===== config.mk =====
export PLATFORM = sky130hd
export DESIGN_NAME = legacy_irq_bank
export DESIGN_NICKNAME = d
export VERILOG_FILES = /design/src/rtl/lic_pkg.sv /design/src/rtl/lic_sc_reg.sv /design/src/rtl/lic_wdec.sv /design/src/rtl/lic_route.sv /design/src/rtl/legacy_irq_bank.sv
export SDC_FILE = /design/constraint.sdc
export NUM_CORES = 1
export LEC_CHECK = 0
export CORE_MARGIN = 2
export CORE_UTILIZATION = 44
export CTS_BUF_LIST = sky130_fd_sc_hd__clkbuf_8
export CTS_CLUSTER_DIAMETER = 120
export CTS_CLUSTER_SIZE = 30
export DETAILED_ROUTE_END_ITERATION = 16
export PLACE_DENSITY = 0.64
export SYNTH_ARGS = -nofsm -noshare
export SYNTH_HDL_FRONTEND = slang
export SYNTH_HIERARCHICAL = 1
export SYNTH_SLANG_ARGS = --single-unit

===== constraint.sdc =====
create_clock -name clk -period 6.5 [get_ports clk]
set_clock_uncertainty 0.05 [all_clocks]
set_input_delay 1.3 -clock clk [delete_from_list [all_inputs] [get_ports clk]]
set_output_delay 1.3 -clock clk [all_outputs]
set_load 0.02 [all_outputs]

===== src/rtl/lic_pkg.sv =====
package lic_pkg;

  localparam int OFF_W = 8;

  localparam logic [OFF_W-1:0] OFF_PEND_MASKED = 8'h00;
  localparam logic [OFF_W-1:0] OFF_PEND_RAW    = 8'h10;
  localparam logic [OFF_W-1:0] OFF_FRC         = 8'h14;
  localparam logic [OFF_W-1:0] OFF_FRC_SET     = 8'h18;
  localparam logic [OFF_W-1:0] OFF_FRC_CLR     = 8'h1C;
  localparam logic [OFF_W-1:0] OFF_CEN         = 8'h20;
  localparam logic [OFF_W-1:0] OFF_CEN_SET     = 8'h24;
  localparam logic [OFF_W-1:0] OFF_CEN_CLR     = 8'h28;
  localparam logic [OFF_W-1:0] OFF_CCLS        = 8'h2C;
  localparam logic [OFF_W-1:0] OFF_PEN         = 8'h30;
  localparam logic [OFF_W-1:0] OFF_PEN_SET     = 8'h34;
  localparam logic [OFF_W-1:0] OFF_PEN_CLR     = 8'h38;
  localparam logic [OFF_W-1:0] OFF_PCLS        = 8'h3C;

  // register slots in the bank
  localparam int RI_FRC  = 0;
  localparam int RI_CEN  = 1;
  localparam int RI_CCLS = 2;
  localparam int RI_PEN  = 3;
  localparam int RI_PCLS = 4;
  localparam int NUM_REGS = 5;

  typedef enum logic [1:0] {
    OP_NONE = 2'd0,
    OP_SET  = 2'd1,
    OP_CLR  = 2'd2,
    OP_LOAD = 2'd3
  } wr_op_e;

endpackage


===== src/rtl/lic_sc_reg.sv =====
module lic_sc_reg #(
  parameter int W = 32
) (
  input  logic            clk,
  input  logic            rst_n,
  input  lic_pkg::wr_op_e op,
  input  logic [W-1:0]    wdata,
  output logic [W-1:0]    q
);
  import lic_pkg::*;

  always_ff @(posedge clk) begin
    if (!rst_n) begin
      q <= '0;
    end else begin
      unique case (op)
        OP_SET:  q <= q | wdata;
        OP_CLR:  q <= q & ~wdata;
        OP_LOAD: q <= wdata;
        default: q <= q;
      endcase
    end
  end

  a_r2_set_or: assert property (@(posedge clk) disable iff (!rst_n)
    (op == OP_SET) |=> ((q & $past(wdata)) == $past(wdata)) &&
                       ((q & ~$past(wdata)) == ($past(q) & ~$past(wdata))));

  a_r3_clr_bits: assert property (@(posedge clk) disable iff (!rst_n)
    (op == OP_CLR) |=> ((q & $past(wdata)) == '0) &&
                       ((q & ~$past(wdata)) == ($past(q) & ~$past(wdata))));

  a_r4_load: assert property (@(posedge clk) disable iff (!rst_n)
    (op == OP_LOAD) |=> (q == $past(wdata)));

  a_r9_hold: assert property (@(posedge clk) disable iff (!rst_n)
    (op == OP_NONE) |=> $stable(q));

endmodule


===== src/rtl/lic_wdec.sv =====
module lic_wdec #(
  parameter int AW = 8
) (
  input  logic [AW-1:0]   addr,
  input  logic            we,
  output lic_pkg::wr_op_e ops [lic_pkg::NUM_REGS]
);
  import lic_pkg::*;

  always_comb begin
    for (int r = 0; r < NUM_REGS; r++) ops[r] = OP_NONE;
    if (we) begin
      case (addr)
        AW'(OFF_FRC_SET): ops[RI_FRC]  = OP_SET;
        AW'(OFF_FRC_CLR): ops[RI_FRC]  = OP_CLR;
        AW'(OFF_CEN_SET): ops[RI_CEN]  = OP_SET;
        AW'(OFF_CEN_CLR): ops[RI_CEN]  = OP_CLR;
        AW'(OFF_CCLS):    ops[RI_CCLS] = OP_LOAD;
        AW'(OFF_PEN_SET): ops[RI_PEN]  = OP_SET;
        AW'(OFF_PEN_CLR): ops[RI_PEN]  = OP_CLR;
        AW'(OFF_PCLS):    ops[RI_PCLS] = OP_LOAD;
        default: ;
      endcase
    end
  end

endmodule


===== src/rtl/lic_route.sv =====
module lic_route #(
  parameter int N = 32
) (
  input  logic         clk,
  input  logic         rst_n,
  input  logic [N-1:0] irq_in,
  input  logic [N-1:0] frc,
  input  logic [N-1:0] cen,
  input  logic [N-1:0] ccls,
  input  logic [N-1:0] pen,
  output logic [N-1:0] pend,
  output logic         cpu_irq,
  output logic         cpu_fiq,
  output logic         cop_irq
);
  logic [N-1:0] irq_term, fiq_term, cop_term;

  for (genvar i = 0; i < N; i++) begin : g_line
    assign pend[i]     = irq_in[i] | frc[i];
    assign irq_term[i] = pend[i] & cen[i] & ~ccls[i];
    assign fiq_term[i] = pend[i] & cen[i] &  ccls[i];
    assign cop_term[i] = pend[i] & pen[i];
  end

  always_ff @(posedge clk) begin
    if (!rst_n) begin
      cpu_irq <= 1'b0;
      cpu_fiq <= 1'b0;
      cop_irq <= 1'b0;
    end else begin
      cpu_irq <= |irq_term;
      cpu_fiq <= |fiq_term;
      cop_irq <= |cop_term;
    end
  end

  a_r6_quiet_when_disabled: assert property (@(posedge clk) disable iff (!rst_n)
    (cen == '0) |=> (!cpu_irq && !cpu_fiq));

  a_r6_all_fiq_blocks_irq: assert property (@(posedge clk) disable iff (!rst_n)
    (ccls == '1) |=> !cpu_irq);

  a_r6_all_irq_blocks_fiq: assert property (@(posedge clk) disable iff (!rst_n)
    (ccls == '0) |=> !cpu_fiq);

  a_r5_forced_pends: assert property (@(posedge clk) disable iff (!rst_n)
    ((frc & pen) != '0) |=> cop_irq);

  a_r7_cop_gated: assert property (@(posedge clk) disable iff (!rst_n)
    (pen == '0) |=> !cop_irq);

endmodule


===== src/rtl/legacy_irq_bank.sv =====
module legacy_irq_bank #(
  parameter int LINES = 32,
  parameter int AW    = 8
) (
  input  logic             clk,
  input  logic             rst_n,
  input  logic [AW-1:0]    bus_addr,
  input  logic             bus_we,
  input  logic [LINES-1:0] bus_wdata,
  output logic [LINES-1:0] bus_rdata,
  input  logic [LINES-1:0] irq_in,
  output logic             cpu_irq,
  output logic             cpu_fiq,
  output logic             cop_irq
);
  import lic_pkg::*;

  wr_op_e           ops  [NUM_REGS];
  logic [LINES-1:0] regq [NUM_REGS];
  logic [LINES-1:0] pend;

  lic_wdec #(.AW(AW)) u_wdec (
    .addr (bus_addr),
    .we   (bus_we),
    .ops  (ops)
  );

  for (genvar r = 0; r < NUM_REGS; r++) begin : g_reg
    lic_sc_reg #(.W(LINES)) u_reg (
      .clk   (clk),
      .rst_n (rst_n),
      .op    (ops[r]),
      .wdata (bus_wdata),
      .q     (regq[r])
    );
  end

  lic_route #(.N(LINES)) u_route (
    .clk     (clk),
    .rst_n   (rst_n),
    .irq_in  (irq_in),
    .frc     (regq[RI_FRC]),
    .cen     (regq[RI_CEN]),
    .ccls    (regq[RI_CCLS]),
    .pen     (regq[RI_PEN]),
    .pend    (pend),
    .cpu_irq (cpu_irq),
    .cpu_fiq (cpu_fiq),
    .cop_irq (cop_irq)
  );

  always_comb begin
    case (bus_addr)
      AW'(OFF_PEND_MASKED): bus_rdata = pend & regq[RI_CEN];
      AW'(OFF_PEND_RAW):    bus_rdata = pend;
      AW'(OFF_FRC):         bus_rdata = regq[RI_FRC];
      AW'(OFF_CEN):         bus_rdata = regq[RI_CEN];
      AW'(OFF_CCLS):        bus_rdata = regq[RI_CCLS];
      AW'(OFF_PEN):         bus_rdata = regq[RI_PEN];
      AW'(OFF_PCLS):        bus_rdata = regq[RI_PCLS];
      default:              bus_rdata = '0;
    endcase
  end

  a_r1_reset_quiet: assert property (@(posedge clk)
    !rst_n |=> (!cpu_irq && !cpu_fiq && !cop_irq));

  a_r8_masked_subset: assert property (@(posedge clk) disable iff (!rst_n)
    (bus_addr == AW'(OFF_PEND_MASKED)) |-> ((bus_rdata & ~regq[RI_CEN]) == '0));

endmodule


==> flow_metrics.env <==
export IMPL_tightestPinTransition_ps=1120
export IMPL_cp_top_family="simple AND/OR/NAND/NOR gates"
export IMPL_rsz0062_at_grt="no"
export IMPL_ys_types=52
export IMPL_vias=10380
export IMPL_synth_top_family_by_area="simple AND/OR/NAND/NOR gates"
export IMPL_cts_root_buffer="clkbuf_8"
export IMPL_r2r_cells=5
export IMPL_netlist_area_um2=10200
export IMPL_drtPass1Iterations=6
export IMPL_yosysMostFrequentCell="nand2_1"
export IMPL_p_leak_nw=3.40
export IMPL_pin_count=110
export IMPL_synth_mux_area_share_pct=0.197
export IMPL_synth_edff_count=0
export IMPL_async_flop_share_pct=0
export IMPL_post_route_period_util_pct=87.4
export IMPL_final_hold_violation_count=0
export IMPL_die_w_um=156
export IMPL_fin_tns_setup_ps=0
export IMPL_cts_setup_buffers=0
export IMPL_wl_per_cell_um=22.1
export IMPL_final_antenna_net_count=0
export IMPL_synth_flop_cell="dfxtp_1"
export IMPL_fin_area_um2=11700
export IMPL_pwr_share_comb_pct=9.1
export IMPL_clkSinkCount=163
export IMPL_drc=0
export IMPL_fp_coreArea_um2=22600
export IMPL_first_iter_violations=1206
export IMPL_syn_nets=1349
export IMPL_grt_pass1_vias=9329
export IMPL_ir_worst_vdd_mv=0.124
export IMPL_yosys_area_top_type="dfxtp_1"
export IMPL_wl_um=36200
export IMPL_worstSetupPathType="primary input to primary output"
export IMPL_reg2reg_slack_ps=4290
export IMPL_synth_compound_area_share_pct=21.5
export IMPL_syn_avg_cell_area_um2=7.97
export IMPL_dieArea_um2=24300
export IMPL_synth_top_cells_by_count="nand2_1, dfxtp_1, nand2b_1"
export IMPL_drive_gt1_share_pct=7.34
export IMPL_slew_headroom_pct=24.9
export IMPL_setup_violations=0
export IMPL_grt_total_usage_pct=29.7
export IMPL_drv_slew=0
export IMPL_num_nets_final=1412
export IMPL_grt_start_max_net_pins=97
export IMPL_internal_power_w=0.00147
export IMPL_nFillCells=2108
export IMPL_power_density_nw_per_um2=171
export IMPL_cts_hold_fix_buffers=0
export IMPL_cts_buffer_depth=2
export IMPL_worst_ep_required_time_ps=5150
export IMPL_critPathSlowestCell="nor3_4"
export IMPL_worstPathMaxFanout=10
export IMPL_cp_cell_sequence="clkdlybuf4s50_1, or4_4, nor3_4, buf_4, a22oi_1, nand3_1, clkdlybuf4s50_1"
export IMPL_syn2layout_area_growth_pct=15.5
export IMPL_place_hpwl_um=24500
export IMPL_synth_top_area_share_pct=32.1
export IMPL_port_buffers=109
export IMPL_crit_path_end="bus_rdata[31]"
export IMPL_htree_levels=4
export IMPL_clk_latency_ps=460
export IMPL_power_share_sequential_pct=50.2
export IMPL_clk_pin_slew_worst_paths_ps=90
export IMPL_period_minus_slack_ps=5680
export IMPL_p_clk_share_pct=40.7
export IMPL_reg2reg_from="g_reg[0].u_reg/q[19]"
export IMPL_seqCellArea_um2=3260
export IMPL_fmax_ghz=0.176
export IMPL_place_area_um2=11300
export IMPL_crit_start="bus_addr[1]"
export IMPL_num_rows=55
export IMPL_synth_fa_ha_area_share_pct=0
export IMPL_place_congestion=0.915
export IMPL_netlist_top_cells_area="dfxtp_1, or3b_1, nand2b_1, a31oi_1, nand2_1"
export IMPL_critical_path_arrival_ps=4330
export IMPL_start_util_pct=44.9
export IMPL_slowest_delay_ps=750
export IMPL_multi_input_comb_area_um2=6340
export IMPL_reg2reg_to="u_route/cop_irq"
export IMPL_ys_seq_area_share_pct=32.1
export IMPL_yosys_register_bits=163
export IMPL_cp_common_cell="clkdlybuf4s50_1"
export IMPL_via_per_inst=6.35
export IMPL_antenna_found_initial=1
export IMPL_swShare_pct=26.4
export IMPL_cts_buffers=17
export IMPL_cp_start_kind="primary input"
export IMPL_synth_simple_area_share_pct=40.2
export IMPL_cp_depth=7
export IMPL_ctsResizeCount=0
export IMPL_status="finished, final reports clean"
export IMPL_synth_xor_area_share_pct=0
export IMPL_cts_tree="built"
export IMPL_maxCapViolations=0
export IMPL_critPathBufInv=3
export IMPL_grt_pass1_wl_um=55400
export IMPL_cp_end_kind="primary output"
export IMPL_syn_inst=1274
export IMPL_p_sw_w=0.000528
export IMPL_yosysWarnings=6
export IMPL_die_h_um=156
export IMPL_overflow=0
export IMPL_hp_class="register to register"
## flip-flops by register name, summed over array words and instances (netlist names)
register and flops:
g.u_reg/q 160, u_route/cop_irq 1, u_route/cpu_fiq 1, u_route/cpu_irq 1
## layout by cell type, fill, tap and decap left out, types with 11 or more instances in the layout
cell	n
a22oi_1	29
a31oi_1	160
buf_4	27
clkbuf_8	19
clkdlybuf4s50_1	108
dfxtp_1	163
inv_1	11
nand2_1	188
nand2b_1	161
nand3_1	51
nor2_1	22
o21ai_0	46
o22ai_1	35
o2bb2ai_1	12
or2_2	25
or3_1	18
or3b_1	160
## worst min-delay path: cells and delay by family, from the launching register on
family	cells	cell delay [ps]
compound gates	1	70
simple gates	1	70
flops	1	330
## area by class of cell
class                           instances  area share [%]
Multi-Input combinational cell       1007            54.1
Timing Repair Buffer                  137            11.2
Inverter                               11           0.352
Antenna cell                            1          0.0213
Clock inverter                         12            1.33
Tap cell                              285            3.04
Clock buffer                           19            2.23
Sequential cell                       163            27.8
## per-stage QoR
step / std cells / utilization, % / worst slack, ps / hold slack (ps) / total power, W
6_report: 1635 / 51.8 / 822 / 465 / 0.00200
5_1_grt: 1634 / 51.8 / 774 / 484 / 0.00207
4_1_cts: 1634 / 51.8 / 887 / 463 / 0.00201
3_5_place_dp: 1603 / 50.0 / 897 / 447 / 0.00121
3_3_place_gp: 1603 / 50.0 / 965 / 442 / 0.00121
2_1_floorplan: 1274 / - / 2300 / 425 / 0.00109
## power by group through the flow
stage	clock network [W]	registers (W)	logic [W]
detailed placement	0	0.00103	0.000179
finish	0.000815	0.00100	0.000183
global route	0.000867	0.00101	0.000194
global placement	0	0.00103	0.000178
floorplan	0	0.00103	0.0000678
CTS	0.000823	0.00100	0.000180
## layer usage
| metal | global-route usage [%] | part of all wire, % | vias to the layer above |
|---|---|---|---|
| met5 | 0 | 0.036 | - |
| met4 | 11.3 | 3.4 | 2 |
| met3 | 5.00 | 8.4 | 97 |
| met2 | 47.5 | 45 | 504 |
| met1 | 40.2 | 43 | 4941 |
| li1 | - | - | 4836 |
## cell families (layout without fill, tap and decap cells)
family          after synthesis  after routing
other cells                   0              1
mux                           2              2
flops                       163            163
compound gates              330            330
simple gates                675            675
buf+inv                     104            179
## worst min-delay path by stage
stage	from	to	slack (ps)	depth (start not counted)
after floorplan	g_reg[4].u_reg/q[22]	g_reg[4].u_reg/q[22]	420	2
after global placement	g_reg[4].u_reg/q[0]	g_reg[4].u_reg/q[0]	440	2
after detailed placement	g_reg[4].u_reg/q[12]	g_reg[4].u_reg/q[12]	450	2
after CTS	g_reg[4].u_reg/q[13]	g_reg[4].u_reg/q[13]	460	2
after global routing	g_reg[4].u_reg/q[13]	g_reg[4].u_reg/q[13]	480	2
final	g_reg[4].u_reg/q[0]	g_reg[4].u_reg/q[0]	470	2
(Power assumes the default switching activity.)
